File: config.mk
export PLATFORM = sky130hd
export DESIGN_NAME = softstart_hiccup_supervisor
export DESIGN_NICKNAME = d
export VERILOG_FILES = /design/src/rtl/ssh_pkg.sv /design/src/rtl/ssh_ramp.sv /design/src/rtl/ssh_datapath.sv /design/src/rtl/ssh_ctrl.sv /design/src/rtl/softstart_hiccup_supervisor.sv
export SDC_FILE = /design/constraint.sdc
export NUM_CORES = 1
export LEC_CHECK = 0
export ABC_AREA = 1
export BUFFER_PORTS_ARGS = -buffer_cell sky130_fd_sc_hd__buf_2
export CAP_MARGIN = 10
export CORE_ASPECT_RATIO = 0.6
export CORE_MARGIN = 2
export CORE_UTILIZATION = 30
export DETAILED_ROUTE_END_ITERATION = 10
export GPL_TIMING_DRIVEN = 1
export PLACE_DENSITY = 0.43
export SETUP_SLACK_MARGIN = 0.15
export SYNTH_ARGS = -nofsm -noshare
export SYNTH_HDL_FRONTEND = slang
export SYNTH_SLANG_ARGS = --single-unit
File: constraint.sdc
create_clock -name clk -period 2.2 [get_ports clk]
set_clock_uncertainty 0.1 [all_clocks]
set_input_delay 0.11 -clock clk [delete_from_list [all_inputs] [get_ports clk]]
set_output_delay 0.11 -clock clk [all_outputs]
set_load 0.01 [all_outputs]
File: src/rtl/ssh_pkg.sv
package ssh_pkg;

  typedef enum logic [1:0] {
    ST_OFF    = 2'd0,
    ST_RAMP   = 2'd1,
    ST_RUN    = 2'd2,
    ST_HICCUP = 2'd3
  } supState_t;

  // control -> datapath strobes
  typedef struct packed {
    logic rampStep;   // advance both ramps this cycle
    logic rampClear;  // force ramps to zero
    logic uvWatch;    // current state allows undervoltage sensing
    logic uvKeep;     // next state keeps the channel alive
    logic hicStep;    // hiccup timer advances
    logic hicClear;   // hiccup timer held at zero
  } dpStrobe_t;

  // datapath -> control status
  typedef struct packed {
    logic swDone;
    logic ldoDone;
    logic uvTrip;
    logic hicDone;
  } dpStatus_t;

endpackage

File: src/rtl/ssh_ramp.sv
module ssh_ramp #(
  parameter int CNT_W = 11,
  parameter int DAC_W = 8
) (
  input  logic             clk,
  input  logic             rstN,
  input  logic             step,
  input  logic             clear,
  output logic [DAC_W-1:0] code,
  output logic             done
);

  logic [CNT_W-1:0] cnt;

  assign done = &cnt;
  assign code = cnt[CNT_W-1 -: DAC_W];

  always_ff @(posedge clk or negedge rstN) begin
    if (!rstN) begin
      cnt <= '0;
    end else if (clear) begin
      cnt <= '0;
    end else if (step && !done) begin
      cnt <= cnt + 1'b1;
    end
  end

  AST_RAMP_MONOTONIC: assert property (@(posedge clk) disable iff (!rstN)
    !clear |=> (cnt >= $past(cnt))) else $error("ramp moved down");

endmodule

File: src/rtl/ssh_datapath.sv
module ssh_datapath
  import ssh_pkg::*;
#(
  parameter int SW_RAMP_W    = 11,
  parameter int LDO_RAMP_W   = 11,
  parameter int DAC_W        = 8,
  parameter int UV_TICKS     = 16,
  parameter int HICCUP_TICKS = 2048
) (
  input  logic             clk,
  input  logic             rstN,
  input  logic             tick,
  input  logic             ldoFbLow,
  input  dpStrobe_t        strobe,
  output dpStatus_t        status,
  output logic [DAC_W-1:0] swRef,
  output logic [DAC_W-1:0] ldoRef
);

  localparam int UV_W  = $clog2(UV_TICKS + 1);
  localparam int HIC_W = $clog2(HICCUP_TICKS + 1);
  localparam int NUM_CH = 2;

  logic [DAC_W-1:0] chCode [NUM_CH];
  logic             chDone [NUM_CH];

  for (genvar g = 0; g < NUM_CH; g++) begin : gCh
    localparam int CH_W = (g == 0) ? SW_RAMP_W : LDO_RAMP_W;
    ssh_ramp #(
      .CNT_W(CH_W),
      .DAC_W(DAC_W)
    ) uRamp (
      .clk  (clk),
      .rstN (rstN),
      .step (strobe.rampStep),
      .clear(strobe.rampClear),
      .code (chCode[g]),
      .done (chDone[g])
    );
  end

  assign swRef  = chCode[0];
  assign ldoRef = chCode[1];

  // linear-channel undervoltage persistence
  logic [UV_W-1:0] uvCnt;
  logic            uvSense;
  logic            uvTrip;

  assign uvSense = strobe.uvWatch && chDone[1] && ldoFbLow;
  assign uvTrip  = uvSense && tick && (uvCnt == UV_W'(UV_TICKS - 1));

  always_ff @(posedge clk or negedge rstN) begin
    if (!rstN) begin
      uvCnt <= '0;
    end else if (!uvSense || !strobe.uvKeep || uvTrip) begin
      uvCnt <= '0;
    end else if (tick) begin
      uvCnt <= uvCnt + 1'b1;
    end
  end

  // hiccup off-time counter
  logic [HIC_W-1:0] hicCnt;
  logic             hicDone;

  assign hicDone = strobe.hicStep && (hicCnt == HIC_W'(HICCUP_TICKS - 1));

  always_ff @(posedge clk or negedge rstN) begin
    if (!rstN) begin
      hicCnt <= '0;
    end else if (strobe.hicClear || hicDone) begin
      hicCnt <= '0;
    end else if (strobe.hicStep) begin
      hicCnt <= hicCnt + 1'b1;
    end
  end

  assign status.swDone  = chDone[0];
  assign status.ldoDone = chDone[1];
  assign status.uvTrip  = uvTrip;
  assign status.hicDone = hicDone;

  AST_UV_MASKED: assert property (@(posedge clk) disable iff (!rstN)
    (uvCnt != '0) |-> chDone[1]) else $error("uv counted during ramp");
  AST_UV_BOUND: assert property (@(posedge clk) disable iff (!rstN)
    uvCnt < UV_W'(UV_TICKS)) else $error("uv window overrun");
  AST_NO_OVERFLOW: assert property (@(posedge clk) disable iff (!rstN)
    hicCnt < HIC_W'(HICCUP_TICKS)) else $error("hiccup timer overrun");

endmodule

File: src/rtl/ssh_ctrl.sv
module ssh_ctrl
  import ssh_pkg::*;
(
  input  logic       clk,
  input  logic       rstN,
  input  logic       tick,
  input  logic       supplyOk,
  input  logic       compShutdown,
  input  logic       lowSideOn,
  input  logic       swBelowLimit,
  input  dpStatus_t  status,
  output dpStrobe_t  strobe,
  output supState_t  stateQ,
  output logic [1:0] faultCause
);

  supState_t nextState;
  logic      active;
  logic      nextActive;
  logic      ocHit;
  logic      prevSupply;

  assign active     = (stateQ == ST_RAMP) || (stateQ == ST_RUN);
  assign nextActive = (nextState == ST_RAMP) || (nextState == ST_RUN);
  assign ocHit      = lowSideOn && swBelowLimit;

  always_comb begin
    nextState = stateQ;
    if (!supplyOk) begin
      nextState = ST_OFF;
    end else begin
      case (stateQ)
        ST_OFF: begin
          if (!compShutdown) nextState = ST_RAMP;
        end
        ST_RAMP, ST_RUN: begin
          if (compShutdown) begin
            nextState = ST_OFF;
          end else if (ocHit || status.uvTrip) begin
            nextState = ST_HICCUP;
          end else if ((stateQ == ST_RAMP) && status.swDone && status.ldoDone) begin
            nextState = ST_RUN;
          end
        end
        ST_HICCUP: begin
          if (status.hicDone) nextState = ST_OFF;
        end
        default: nextState = ST_OFF;
      endcase
    end
  end

  always_comb begin
    strobe.rampStep  = active && nextActive && tick;
    strobe.rampClear = !nextActive;
    strobe.uvWatch   = active;
    strobe.uvKeep    = nextActive;
    strobe.hicStep   = (stateQ == ST_HICCUP) && tick;
    strobe.hicClear  = (stateQ != ST_HICCUP);
  end

  always_ff @(posedge clk or negedge rstN) begin
    if (!rstN) begin
      stateQ <= ST_OFF;
    end else begin
      stateQ <= nextState;
    end
  end

  always_ff @(posedge clk or negedge rstN) begin
    if (!rstN) begin
      prevSupply <= 1'b0;
      faultCause <= 2'b00;
    end else begin
      prevSupply <= supplyOk;
      if (supplyOk && !prevSupply) begin
        faultCause <= 2'b00;
      end else if (supplyOk && active && !compShutdown) begin
        if (ocHit)         faultCause[0] <= 1'b1;
        if (status.uvTrip) faultCause[1] <= 1'b1;
      end
    end
  end

  AST_SUPPLY_LOSS: assert property (@(posedge clk) disable iff (!rstN)
    !supplyOk |=> (stateQ == ST_OFF)) else $error("supply loss ignored");
  AST_SHDN_OFF: assert property (@(posedge clk) disable iff (!rstN)
    (supplyOk && compShutdown && active) |=> (stateQ == ST_OFF)) else $error("shutdown ignored");
  AST_OC_TRIP: assert property (@(posedge clk) disable iff (!rstN)
    (supplyOk && !compShutdown && active && lowSideOn && swBelowLimit)
      |=> (stateQ == ST_HICCUP) && faultCause[0]) else $error("overcurrent missed");
  AST_HICCUP_HOLD: assert property (@(posedge clk) disable iff (!rstN)
    (supplyOk && (stateQ == ST_HICCUP) && !status.hicDone) |=> (stateQ == ST_HICCUP))
    else $error("hiccup left early");
  AST_CAUSE_CLEAR: assert property (@(posedge clk) disable iff (!rstN)
    $rose(supplyOk) |=> (faultCause == 2'b00)) else $error("cause not cleared");

endmodule

File: src/rtl/softstart_hiccup_supervisor.sv
module softstart_hiccup_supervisor
  import ssh_pkg::*;
#(
  parameter int SW_RAMP_W    = 11,
  parameter int LDO_RAMP_W   = 11,
  parameter int DAC_W        = 8,
  parameter int UV_TICKS     = 16,
  parameter int HICCUP_TICKS = 2048
) (
  input  logic             clk,
  input  logic             rstN,
  input  logic             tick,
  input  logic             supplyOk,
  input  logic             compShutdown,
  input  logic             lowSideOn,
  input  logic             swBelowLimit,
  input  logic             ldoFbLow,
  output logic             runEn,
  output logic [DAC_W-1:0] swRef,
  output logic [DAC_W-1:0] ldoRef,
  output logic [1:0]       stateOut,
  output logic [1:0]       faultCause
);

  dpStrobe_t strobe;
  dpStatus_t status;
  supState_t stateQ;

  ssh_ctrl uCtrl (
    .clk         (clk),
    .rstN        (rstN),
    .tick        (tick),
    .supplyOk    (supplyOk),
    .compShutdown(compShutdown),
    .lowSideOn   (lowSideOn),
    .swBelowLimit(swBelowLimit),
    .status      (status),
    .strobe      (strobe),
    .stateQ      (stateQ),
    .faultCause  (faultCause)
  );

  ssh_datapath #(
    .SW_RAMP_W   (SW_RAMP_W),
    .LDO_RAMP_W  (LDO_RAMP_W),
    .DAC_W       (DAC_W),
    .UV_TICKS    (UV_TICKS),
    .HICCUP_TICKS(HICCUP_TICKS)
  ) uDp (
    .clk     (clk),
    .rstN    (rstN),
    .tick    (tick),
    .ldoFbLow(ldoFbLow),
    .strobe  (strobe),
    .status  (status),
    .swRef   (swRef),
    .ldoRef  (ldoRef)
  );

  assign runEn    = (stateQ == ST_RAMP) || (stateQ == ST_RUN);
  assign stateOut = stateQ;

  AST_REF_ZERO_OFF: assert property (@(posedge clk) disable iff (!rstN)
    !runEn |-> (swRef == '0) && (ldoRef == '0)) else $error("reference live while off");

endmodule

# == Yosys cells after proc, flatten, opt, wreduce, memory -nomap -nowiden ==
# Cells that the tools add are included.
# word_totals
in_bits,8
output_inout_bits,21
wordCells,80
reg_bits,44
# op_classes
add_sub_neg,4
n_reduce_logical,39
muxes,19
eq_ne,10
# ops
operator,count
2-to-1 mux 11 bit,4
2-to-1 mux 12 bit,2
"adder 11 x 1 -> 11 bit, second input constant",2
AND reduction 11 bit,2
logical AND 1 bit,16
2-to-1 mux 2 bit,8
"adder 12 x 1 -> 12 bit, second input constant",1
"equality test 12 x 11 -> 1 bit, second input constant",1
2-to-1 mux 5 bit,2
nonzero test 2 bit,5
"equality test 2 bit, second input constant",3
logical NOT 1 bit,6
logical OR 1 bit,6
case mux 2 bit (3 select lines),1
"adder 5 x 1 -> 5 bit, second input constant",1
"equality test 5 x 4 -> 1 bit, second input constant",1
"equality test 2 x 1 -> 1 bit, second input constant",2
"!= test 2 x 1 -> 1 bit, second input constant",2
AND reduction 2 bit,2
logical NOT 2 bit,1
2-to-1 mux 1 bit,2
"!= test 2 bit, second input constant",1
OR reduction 2 bit,1

# == Longest topological paths before layout ==
# depth
word_depth,18
depth_mapped,16
ltp_nobuf,16

# == Hierarchy ==
# A second synthesis with hierarchy kept.
# hier_totals
hier_cells,405
hier_area_um2,3032.9
# modules_own_cells
mod,area_each_um2,cells_each,seq_area_each_um2,instances
ssh_ramp,759.5,100,275.3,2
ssh_datapath,1081.0,135,425.4,1
ssh_ctrl,414.1,65,125.1,1
softstart_hiccup_supervisor,18.8,5,0.0,1

# == Least setup slack after synthesis ==
# No wires, ideal clock.
# synth_timing
kind,flip-flop to flip-flop
from,register uCtrl.stateQ[0]
to,register uDp.gCh[0].uRamp.cnt[7]
t_arrival_ns,1.929
n_path_buf,1
path_stages_with_launch,15
period_less_slack_ns,2.149
setup_ns,0.120
slack_ns,0.051
required_time_ns,1.980
path_cell_list,dfrtp_1 -> inv_1 -> ha_1 -> nand2_1 -> inv_1 -> nand4_1 -> nor2_1 -> nor2_1 -> nand2_1 -> nand2_1 -> a21oi_2 -> nand2_1 -> nand2_4 -> buf_6 -> nor2_1
# synth_via
elab_chain_len,17
word_cells_on_any_way,30
cone_classes,eq/ne: 6; mux: 8; reduce/logical: 16
# synth_lines
element,line,source
"start, declared",ssh_ctrl.sv:13,"output supState_t stateQ,"
"start signal, assigned",ssh_ctrl.sv:66,stateQ <= nextState;
equality test 2 x 1 -> 1 bit or equality test 2 bit (tied branches),--,
logical OR 1 bit (*),--,
named net runEn,softstart_hiccup_supervisor.sv:18,"output logic runEn,"
logical AND 1 bit (*) (2 in a row),ssh_datapath.sv:50,assign uvSense = strobe.uvWatch && chDone[1] && ldoFbLow;
logical AND 1 bit (*) (2 in a row),ssh_datapath.sv:51,assign uvTrip = uvSense && tick && (uvCnt == UV_W'(UV_TICKS - 1));
logical OR 1 bit (*),ssh_ctrl.sv:39,end else if (ocHit || status.uvTrip) begin
2-to-1 mux 2 bit (*),ssh_ctrl.sv:39,
2-to-1 mux 2 bit (*),ssh_ctrl.sv:37,if (compShutdown) begin
case mux 2 bit (3 select lines) (*),ssh_ctrl.sv:32,case (stateQ)
2-to-1 mux 2 bit (*),ssh_ctrl.sv:29,if (!supplyOk) begin
named net uCtrl.nextState[0],ssh_ctrl.sv:17,supState_t nextState;
equality test 2 x 1 -> 1 bit or equality test 2 bit (tied branches),ssh_ctrl.sv:24,assign nextActive = (nextState == ST_RAMP) || (nextState == ST_RUN);
logical OR 1 bit (*),ssh_ctrl.sv:24,
logical AND 1 bit (2 in a row),ssh_ctrl.sv:54,strobe.rampStep = active && nextActive && tick;
logical AND 1 bit,ssh_ramp.sv:23,end else if (step && !done) begin
!= test 2 x 1 -> 1 bit (no line),--,
"end signal, assigned",ssh_ramp.sv:24,cnt <= cnt + 1'b1;
"end, declared",ssh_ramp.sv:13,logic [CNT_W-1:0] cnt;
# Mark *: on every way through the listed nets, which the timed path passes. The rest lies on a longest branch.
# A chain may end at the register's enable or synchronous reset.

# == Final worst setup path ==
# layout_timing
from,register uCtrl.stateQ[0]
to,register uDp.gCh[0].uRamp.cnt[3]
# layout_via
elab_chain_len,17
word_cells_on_any_way,30
cone_classes,eq/ne: 6; mux: 8; reduce/logical: 16
# layout_lines
element,line,source
equality test 2 x 1 -> 1 bit or equality test 2 bit (tied branches),"ssh_ctrl.sv:23, ssh_ctrl.sv:32, ssh_ctrl.sv:41",
logical OR 1 bit,ssh_ctrl.sv:23,assign active = (stateQ == ST_RAMP) || (stateQ == ST_RUN);
logical AND 1 bit (2 in a row),ssh_datapath.sv:50,
logical AND 1 bit (2 in a row),ssh_datapath.sv:51,
logical OR 1 bit,ssh_ctrl.sv:39,
2-to-1 mux 2 bit,ssh_ctrl.sv:39,
2-to-1 mux 2 bit,ssh_ctrl.sv:37,
case mux 2 bit (3 select lines),ssh_ctrl.sv:32,
2-to-1 mux 2 bit,ssh_ctrl.sv:29,
equality test 2 x 1 -> 1 bit or equality test 2 bit (tied branches),ssh_ctrl.sv:24,
logical OR 1 bit,ssh_ctrl.sv:24,
logical AND 1 bit (2 in a row),ssh_ctrl.sv:54,
logical AND 1 bit,ssh_ramp.sv:23,
!= test 2 x 1 -> 1 bit (no line),--,
# Parallel ways exist; a longest one is shown, timed or not.

==> out/results.txt <==
Final Non-Filler Cells = 479
Minimum clock period = 2180 ps
WL final = 5950 um
Fin. max-slew vios = 0
Share of layout cells above drive strength 1 = 0.354
Post-synth EDFFs = 0
Largest net degree at the start of global routing = 24
First-pass GRT wire length = 9370 um
GRT Util Overall = 0.135
Number of global-route vias before repair = 1862
Core box area = 8390 um^2
Synthesized area per cell = 8.16 um^2
Detailed-route DRC error count = 0
CP cell instances = inv_2, ha_4, nand2_2, inv_1, nand4_1, nor2_2, nor2_2, nand2_1, nand2_2, nand2_1, nand2_1, nand2_2, nand2_4, buf_12, nor3b_4
Antenna Cells = 0
Pre-Repair DR Iteration Count = 4
Die Area = 9290 um^2
Number of nets still failing antenna checks after routing = 0
Sequential area share after synthesis = 0.431
Starting Density = 0.304
Core Rows = 26
Placed inst area = 2880 um^2
Yosys cell types = 29
Worst-Skew Late Latency = 290 ps
Top Family by Delay on Critical Path = simple AND/OR/NAND/NOR gates
TritonCTS clock tree = done
Count leader, synth = nand2_1
Die width = 123 um
HP Class = in2reg
IO Count = 29
Reg area = 1100 um^2
Synth top cells by count = nand2_1, dfrtp_1, nor2_1, inv_1
Final worst path period share = 0.989
Leakage = 1.51 nW
Setup Crit Path Kind = reg2reg
WP buf/inv = 3
Routability Congestion = 0.789
Post-DP HPWL = 4220 um
Most common flop cell mapped by yosys = dfrtp_1
Synthesis Warnings = 0
Final setup viols = 0
# fillers = 874
Layout area overhead = 28.7%
CTS max path bufs = 2
Post-synth top area share = 0.431
Rel. slew slack = 0.629
Buffers on Ports = 28
WP data arrival = 2280 ps
Final Cell Area = 3290 um^2
Met1 usage = 0.208
Gr ovfl total = 0
FF-to-FF path depth = 15
Synth Register Bits = 44
Die Y = 75.5 um
Vias per inst = 4.36
Syn Nets = 329
Flop-to-flop setup slack = 20 ps
1st-iter DRT viols = 160
Worst Setup End Kind = flop
Max Cap Viol = 0
Hold path depth = 3
Global-route track usage on met3 = 0.0382
Area of the multi-input gates = 1280 um^2
Origin of the critical flop-to-flop path = uCtrl.stateQ[0]$_DFF_PN0_
Synth area leaders = dfrtp_1, nand2_1, nor2_1
Post-Synthesis Cells = 313
Clk slew on worst S/H paths = 60 ps
WHS Endpoint = uDp.hicCnt[0]$_DFFE_PN0P_
Worst Path Max Fanout = 11
Fraction of registers with async set/reset = 1.00
Mapped Area = 2550 um^2
Inst Count DP = 454
Num Clock Sinks = 44
Hold_sp = tick
R2R Path End = uDp.gCh[0].uRamp.cnt[3]$_DFFE_PN0P_
Nets@finish = 382
Vias = 2088
GRT busiest layer = met1
Worst hold slack = 98.7 ps
Worst Max-Slew Pin Slew = 557 ps
RSZ-0062 raised after global routing = yes
Largest area contributor in the netlist = dfrtp_1
Max incr delay on CP = 410 ps
Power per cell area = 856 nW/um^2
DR WL/cell = 12.4 um
Met2 global-route usage = 0.178
TritonCTS buffer count = 5
Worst endpoint required time = 2300 ps
Post-layout total power = 0.00281 W
Status = completed
Maximum VDD drop = 0.349 mV
F_max = 0.460 GHz
Final hold viol count = 0
Initial antenna violation count = 0
H-tree levels = 2
CP max stage cell = dfrtp_2
CP Launch Type = flop
Clk root buf = clkbuf_16
## area by class of cell
cell class / instances / share of cell area
well taps: 112 / 0.0426
clock buffers: 8 / 0.0445
flip-flops and latches: 44 / 0.335
inverters: 39 / 0.0453
repair buffers: 65 / 0.141
multi-input cells: 211 / 0.391
## placed cells by master (no fill, tap or decap), drive strengths merged
cell | netlist | layout
nor3 | 4 | 4
buf | 19 | 63
ha | 8 | 8
nor3b | 3 | 3
nand4 | 10 | 10
inv | 39 | 39
dfrtp | 44 | 44
nor2 | 51 | 51
xor2 | 12 | 12
a32o | 1 | 1
a211oi | 1 | 1
a21oi | 21 | 21
nor4 | 1 | 1
nand3 | 20 | 20
o21ai | 12 | 12
or2 | 1 | 1
xnor2 | 1 | 1
clkbuf | 0 | 8
nand2 | 65 | 65
dlygate4sd3 | 0 | 2
## registers in the layout (all words and copies together) (netlist names)
name and cells:
uCtrl.stateQ 2, uDp.hicCnt 12, uDp.uvCnt 5, uDp.gCh.uRamp.cnt 22, uCtrl.faultCause 2, uCtrl.prevSupply 1
## layer usage
metal,wire (um),vias up
met5,0,-
met4,79,0
met3,269,7
met2,2250,33
met1,3350,948
li1,-,1100
## worst register-to-register path: stages, from the launching register on
cell and delay (ps):
dfrtp_2 410, inv_2 70, ha_4 280, nand2_2 50, inv_1 40, nand4_1 120
nor2_2 170, nor2_2 70, nand2_1 70, nand2_2 60, nand2_1 70, nand2_1 50
nand2_2 100, nand2_4 90, buf_12 150, nor3b_4 190
## logic make-up after synthesis
| logic type | after synthesis | synth area share |
|---|---|---|
| and+or+nand+nor | 155 | 0.288 |
| adders and majority gates | 8 | 0.0392 |
| buffers and inverters | 58 | 0.116 |
| DFF | 44 | 0.431 |
| xor gates and xnor gates | 13 | 0.0446 |
| AOI/OAI and AO/OA | 35 | 0.0808 |
## worst max path at each step
stage                                          from                             endpoint  slack, ps  depth (start not counted)
final                     uCtrl.stateQ[0]$_DFF_PN0_  uDp.gCh[0].uRamp.cnt[3]$_DFFE_PN0P_         20                         15
after global routing      uCtrl.stateQ[0]$_DFF_PN0_  uDp.gCh[0].uRamp.cnt[3]$_DFFE_PN0P_        -90                         15
after CTS                 uCtrl.stateQ[0]$_DFF_PN0_  uDp.gCh[0].uRamp.cnt[3]$_DFFE_PN0P_         60                         15
after detailed placement   uDp.uvCnt[0]$_DFFE_PN0P_  uDp.gCh[0].uRamp.cnt[3]$_DFFE_PN0P_        -40                         14
after global placement    uCtrl.stateQ[1]$_DFF_PN0_  uDp.gCh[0].uRamp.cnt[3]$_DFFE_PN0P_       -140                         14
after floorplan           uCtrl.stateQ[0]$_DFF_PN0_  uDp.gCh[0].uRamp.cnt[7]$_DFFE_PN0P_        150                         14
## what timing repair did
action / 4_1_cts / 5_1_grt
hold buffers: 2 / 0
endpoints found under the hold margin: 22 / 0
pin swaps: 1 / 10
setup buffers: 7 / 8
setup endpoints to repair: 31 / 34
gates resized for setup: 12 / 27
## through the flow
stage                     setup slack (ps)   util  TNS (ps)
final                                 23.9  0.392         0
after global routing                 -92.3  0.392     -1400
after CTS                             62.0  0.375         0
after detailed placement             -40.9  0.344     -40.9
after global placement                -140  0.344      -142
after floorplan                        152      -         0
## where the power goes
| part | internal, W | switching, W |
|---|---|---|
| clock | 0.000453 | 0.000307 |
| combinational | 0.000507 | 0.000645 |
| sequential | 0.000855 | 0.0000458 |
(Power assumes the default switching activity.)
